### src/rtl/cbo_perm_pkg.sv
package cbo_perm_pkg;

    localparam int MODE_W = 3;
    localparam int OP_W   = 3;
    localparam int CFG_W  = 4;
    localparam int N_LVL  = 3;

    localparam int LVL_M = 0;
    localparam int LVL_S = 1;
    localparam int LVL_H = 2;

    typedef enum logic [MODE_W-1:0] {
        MD_U  = 3'b000,
        MD_S  = 3'b001,
        MD_M  = 3'b011,
        MD_VU = 3'b100,
        MD_VS = 3'b101
    } mode_e;

    typedef enum logic [OP_W-1:0] {
        OPC_INVAL = 3'd0,
        OPC_CLEAN = 3'd1,
        OPC_FLUSH = 3'd2,
        OPC_ZERO  = 3'd3,
        OPC_PREF  = 3'd4
    } op_e;

    // Per-level grant for the requested operation
    typedef enum logic [1:0] {
        GR_TRAP  = 2'd0,
        GR_FLUSH = 2'd1,
        GR_FULL  = 2'd2
    } grant_e;

    typedef enum logic [2:0] {
        ST_IDLE,
        ST_EXEC,
        ST_EXEC_FLUSH,
        ST_ILLEGAL,
        ST_VIRTUAL
    } verdict_e;

endpackage

### src/rtl/cbo_verdict_logic.sv
module cbo_verdict_logic
    import cbo_perm_pkg::*;
(
    input  logic              valid_i,
    input  logic [MODE_W-1:0] mode_i,
    input  logic [OP_W-1:0]   op_i,
    input  grant_e            gr_m_i,
    input  grant_e            gr_s_i,
    input  grant_e            gr_h_i,
    output verdict_e          next_o
);

    logic mode_ok, op_ok;
    logic use_m, use_s_ill, use_h_virt, use_s_virt;
    logic ill, virt, demote;

    always_comb begin
        mode_ok    = 1'b1;
        use_m      = 1'b0;
        use_s_ill  = 1'b0;
        use_h_virt = 1'b0;
        use_s_virt = 1'b0;
        case (mode_i)
            MD_M:  ;
            MD_S:  use_m = 1'b1;
            MD_U:  begin use_m = 1'b1; use_s_ill = 1'b1; end
            MD_VS: begin use_m = 1'b1; use_h_virt = 1'b1; end
            MD_VU: begin use_m = 1'b1; use_h_virt = 1'b1; use_s_virt = 1'b1; end
            default: mode_ok = 1'b0;
        endcase
        op_ok = (op_i <= OPC_PREF);

        ill = !mode_ok || !op_ok
            || (use_m     && (gr_m_i == GR_TRAP))
            || (use_s_ill && (gr_s_i == GR_TRAP));

        virt = !ill
            && ((use_h_virt && (gr_h_i == GR_TRAP))
             || (use_s_virt && (gr_s_i == GR_TRAP)));

        demote = (use_m && (gr_m_i == GR_FLUSH))
              || ((use_s_ill || use_s_virt) && (gr_s_i == GR_FLUSH))
              || (use_h_virt && (gr_h_i == GR_FLUSH));

        if (!valid_i)   next_o = ST_IDLE;
        else if (ill)   next_o = ST_ILLEGAL;
        else if (virt)  next_o = ST_VIRTUAL;
        else if (demote) next_o = ST_EXEC_FLUSH;
        else            next_o = ST_EXEC;
    end

endmodule

### config.mk
export PLATFORM = sky130hd
export DESIGN_NAME = cbo_verdict_logic
export DESIGN_NICKNAME = d
export VERILOG_FILES = /design/src/rtl/cbo_perm_pkg.sv /design/src/rtl/cbo_verdict_logic.sv
export SDC_FILE = /design/constraint.sdc
export NUM_CORES = 1
export LEC_CHECK = 0
export CAP_MARGIN = 20
export CORE_AREA = 2 2 39 41
export DETAILED_ROUTE_END_ITERATION = 12
export DIE_AREA = 0 0 41 43
export PLACE_DENSITY_LB_ADDON = 0.12
export SLEW_MARGIN = 5
export SYNTH_ARGS = -nofsm -noshare
export SYNTH_HDL_FRONTEND = slang
export SYNTH_SLANG_ARGS = --single-unit
export TNS_END_PERCENT = 20
### constraint.sdc
create_clock -name vclk -period 1.68
set_input_delay 0.336 -clock vclk [all_inputs]
set_output_delay 0.336 -clock vclk [all_outputs]
set_load 0.005 [all_outputs]
==> results of run 1 <==
-- per-stage QoR --
stage | utilization, % | cells | hold slack [ns] | setup TNS [ns]
4_1_cts | 23.7 | 51 | 1.17 | -0.455
2_1_floorplan | - | 15 | 0.788 | 0
3_5_place_dp | 22.9 | 51 | 1.69 | -2.46
5_1_grt | 24.4 | 51 | 1.19 | -0.540
6_report | 24.4 | 51 | 1.16 | -0.425
3_3_place_gp | 22.9 | 51 | 1.67 | -2.47
-- layout make-up --
| cell class | instances | area [um^2] |
|---|---|---|
| fill | 156 | 1050 |
| multi-input combinational | 15 | 154 |
| tap | 16 | 20.0 |
| timing repair buffer | 20 | 164 |
-- final timing paths --
| path | to | slack (ns) | cells past startpoint |
|---|---|---|---|
| max | next_o[2] | -0.15 | 6 |
| min | next_o[1] | 1.16 | 6 |
-- placed cells by master (no fill, tap or decap) --
cell type	instances
a211oi_2	1
a21boi_1	2
a31oi_4	1
and3_1	1
buf_2	5
buf_4	4
buf_6	1
clkdlybuf4s15_1	1
clkdlybuf4s50_1	4
dlygate4sd2_1	4
dlymetal6s2s_1	1
nand2b_1	3
nor3_1	1
o21ai_2	1
o21ai_4	1
o31ai_4	1
or2_2	1
or2b_4	1
or4_4	1
-- power groups by stage --
| stage | registers (W) | logic [W] | clock network [W] |
|---|---|---|---|
| 2_1_floorplan | 0 | 0.0000167 | 0 |
| 3_3_place_gp | 0 | 0.0000681 | 0 |
| 3_5_place_dp | 0 | 0.0000687 | 0 |
| 4_1_cts | 0 | 0.0000710 | 0 |
| 5_1_grt | 0 | 0.0000772 | 0 |
| 6_report | 0 | 0.0000720 | 0 |
-- per-layer routing --
layer	global-route usage, %	up-vias	routed length, um
li1	-	99	-
met5	0	-	0
met2	14.7	1	359
met3	0.524	0	14
met4	0	0	0
met1	5.70	98	137
-- timing repair --
item                       in CTS  in global routing
setup endpoints to repair       3                  3
gates cloned                    0                  0
resized for setup              38                  2
pin swaps                       8                  2
hold endpoints to repair        0                  0
-- kinds of logic after synthesis --
family and synth area share, %:
AO/OA/AOI/OAI 47.1, AND/OR/NAND/NOR 52.9
==> results.sh, run 1 <==
export IMPL_tightest_slew_ns=0.237
export IMPL_crit_fanout=3
export IMPL_syn_area_um2=106
export IMPL_crit_slowest_cell="or4_4"
export IMPL_finalHoldViolations=0
export IMPL_nNetsFinal=50
export IMPL_seq_power_share_pct=0
export IMPL_crit_type="in -> out"
export IMPL_grt_start_max_net_pins=5
export IMPL_pwr_share_clk_pct=0
export IMPL_routed_wl_um=510
export IMPL_rsz0062_at_grt="yes"
export IMPL_detail_route_first_pass_iterations=1
export IMPL_yosysWarnings=0
export IMPL_antenna_cells=0
export IMPL_critPathTopFamily="simple AND/OR/NAND/NOR gates"
export IMPL_syn_inst=15
export IMPL_grt_first_pass_wirelength_um=848
export IMPL_dp_slack_ns=-0.833
export IMPL_p_sw_share_pct=37.6
export IMPL_synth_largest_area_cell="nand2b_1"
export IMPL_power_switching_w=0.0000270
export IMPL_critPathLaunchType="input port"
export IMPL_comb_power_share_pct=100.0
export IMPL_gp_congestion=0.640
export IMPL_core_um2=1380
export IMPL_power_w=0.0000720
export IMPL_setup_viol=3
export IMPL_portBuffers=16
export IMPL_fin_crit_ns=1.83
export IMPL_synth_common_cells="nand2b_1 (3), a21boi_1 (2)"
export IMPL_synth_area_top_cells="nand2b_1 (18%), a21boi_1 (14%), or4_4 (11%), o21ai_2 (8.2%), or2b_2 (8.2%)"
export IMPL_antenna_found_initial=0
export IMPL_dieArea_um2=1760
export IMPL_grt_usage_pct=6.59
export IMPL_gr_total_overflow=0
export IMPL_synth_distinct_cells=12
export IMPL_die_y_um=43
export IMPL_place_area_um2=317
export IMPL_fmax_mhz=545
export IMPL_first_iter_violations=0
export IMPL_post_drt_wl_per_cell_um=10.0
export IMPL_path_cells="buf_6, or4_4, o21ai_4, a211oi_2, and3_1, buf_2"
export IMPL_powerDensity_nw_per_um2=213
export IMPL_hpwl_um=438
export IMPL_p_leak_nw=0.147
export IMPL_start_util_pct=7.69
export IMPL_synth_seq_area_share_pct=0
export IMPL_min_period_over_period_pct=109
export IMPL_cp_required_ns=1.34
export IMPL_cts_hold_buffers=0
export IMPL_io_pins=16
export IMPL_ant_nets=0
export IMPL_cp_arrival_ns=1.50
export IMPL_slew_limit_headroom_pct=84.2
export IMPL_maxCapViolCount=0
export IMPL_syn_num_nets=28
export IMPL_die_w_um=41
export IMPL_violations="negative setup slack"
export IMPL_vias=198
export IMPL_viasPerCell=3.88
export IMPL_slew_viol_final=0
export IMPL_rows=14
export IMPL_area_delta_synth_final_pct=218
export IMPL_ir_drop_mv=0.0391
export IMPL_seq_cells=0
export IMPL_cts_setup_buffers=0
export IMPL_syn_area_per_cell_um2=7.09
export IMPL_max_stage_delay_ns=0.57
export IMPL_outcome="complete, but fails checks"
export IMPL_drive_gt1_share_pct=51.4
export IMPL_nClkBuffers=0
export IMPL_min_from="mode_i[1]"
export IMPL_setup_slack_ns=-0.155
export IMPL_worst_path_buf_inv=2
export IMPL_register_area_um2=0
export IMPL_synthMostInstantiatedCell="nand2b_1"
export IMPL_internal_power_w=0.0000449
export IMPL_first_global_vias=219
export IMPL_postLayoutCellArea_um2=338
export IMPL_post_route_drc_count=0
export IMPL_critPathCaptureType="output pin"
export IMPL_synth_top_cell_area_share_pct=17.6
export IMPL_critPathLaunch="mode_i[1]"
export IMPL_hold_class="in -> out"
Power figures use the tool's default switching activity.
==> run 2, diff against run 1 <==
--- a/config.mk
+++ b/config.mk
@@ -9,8 +9,9 @@
 export CORE_AREA = 2 2 39 41
 export DETAILED_ROUTE_END_ITERATION = 12
 export DIE_AREA = 0 0 41 43
+export GPL_ROUTABILITY_DRIVEN = 0
 export PLACE_DENSITY_LB_ADDON = 0.12
-export SLEW_MARGIN = 5
+export SLEW_MARGIN = 20
 export SYNTH_ARGS = -nofsm -noshare
 export SYNTH_HDL_FRONTEND = slang
 export SYNTH_SLANG_ARGS = --single-unit
==> results of run 2 <==
Same layout as run 1: the final DEF is identical, and so are final timing and power.
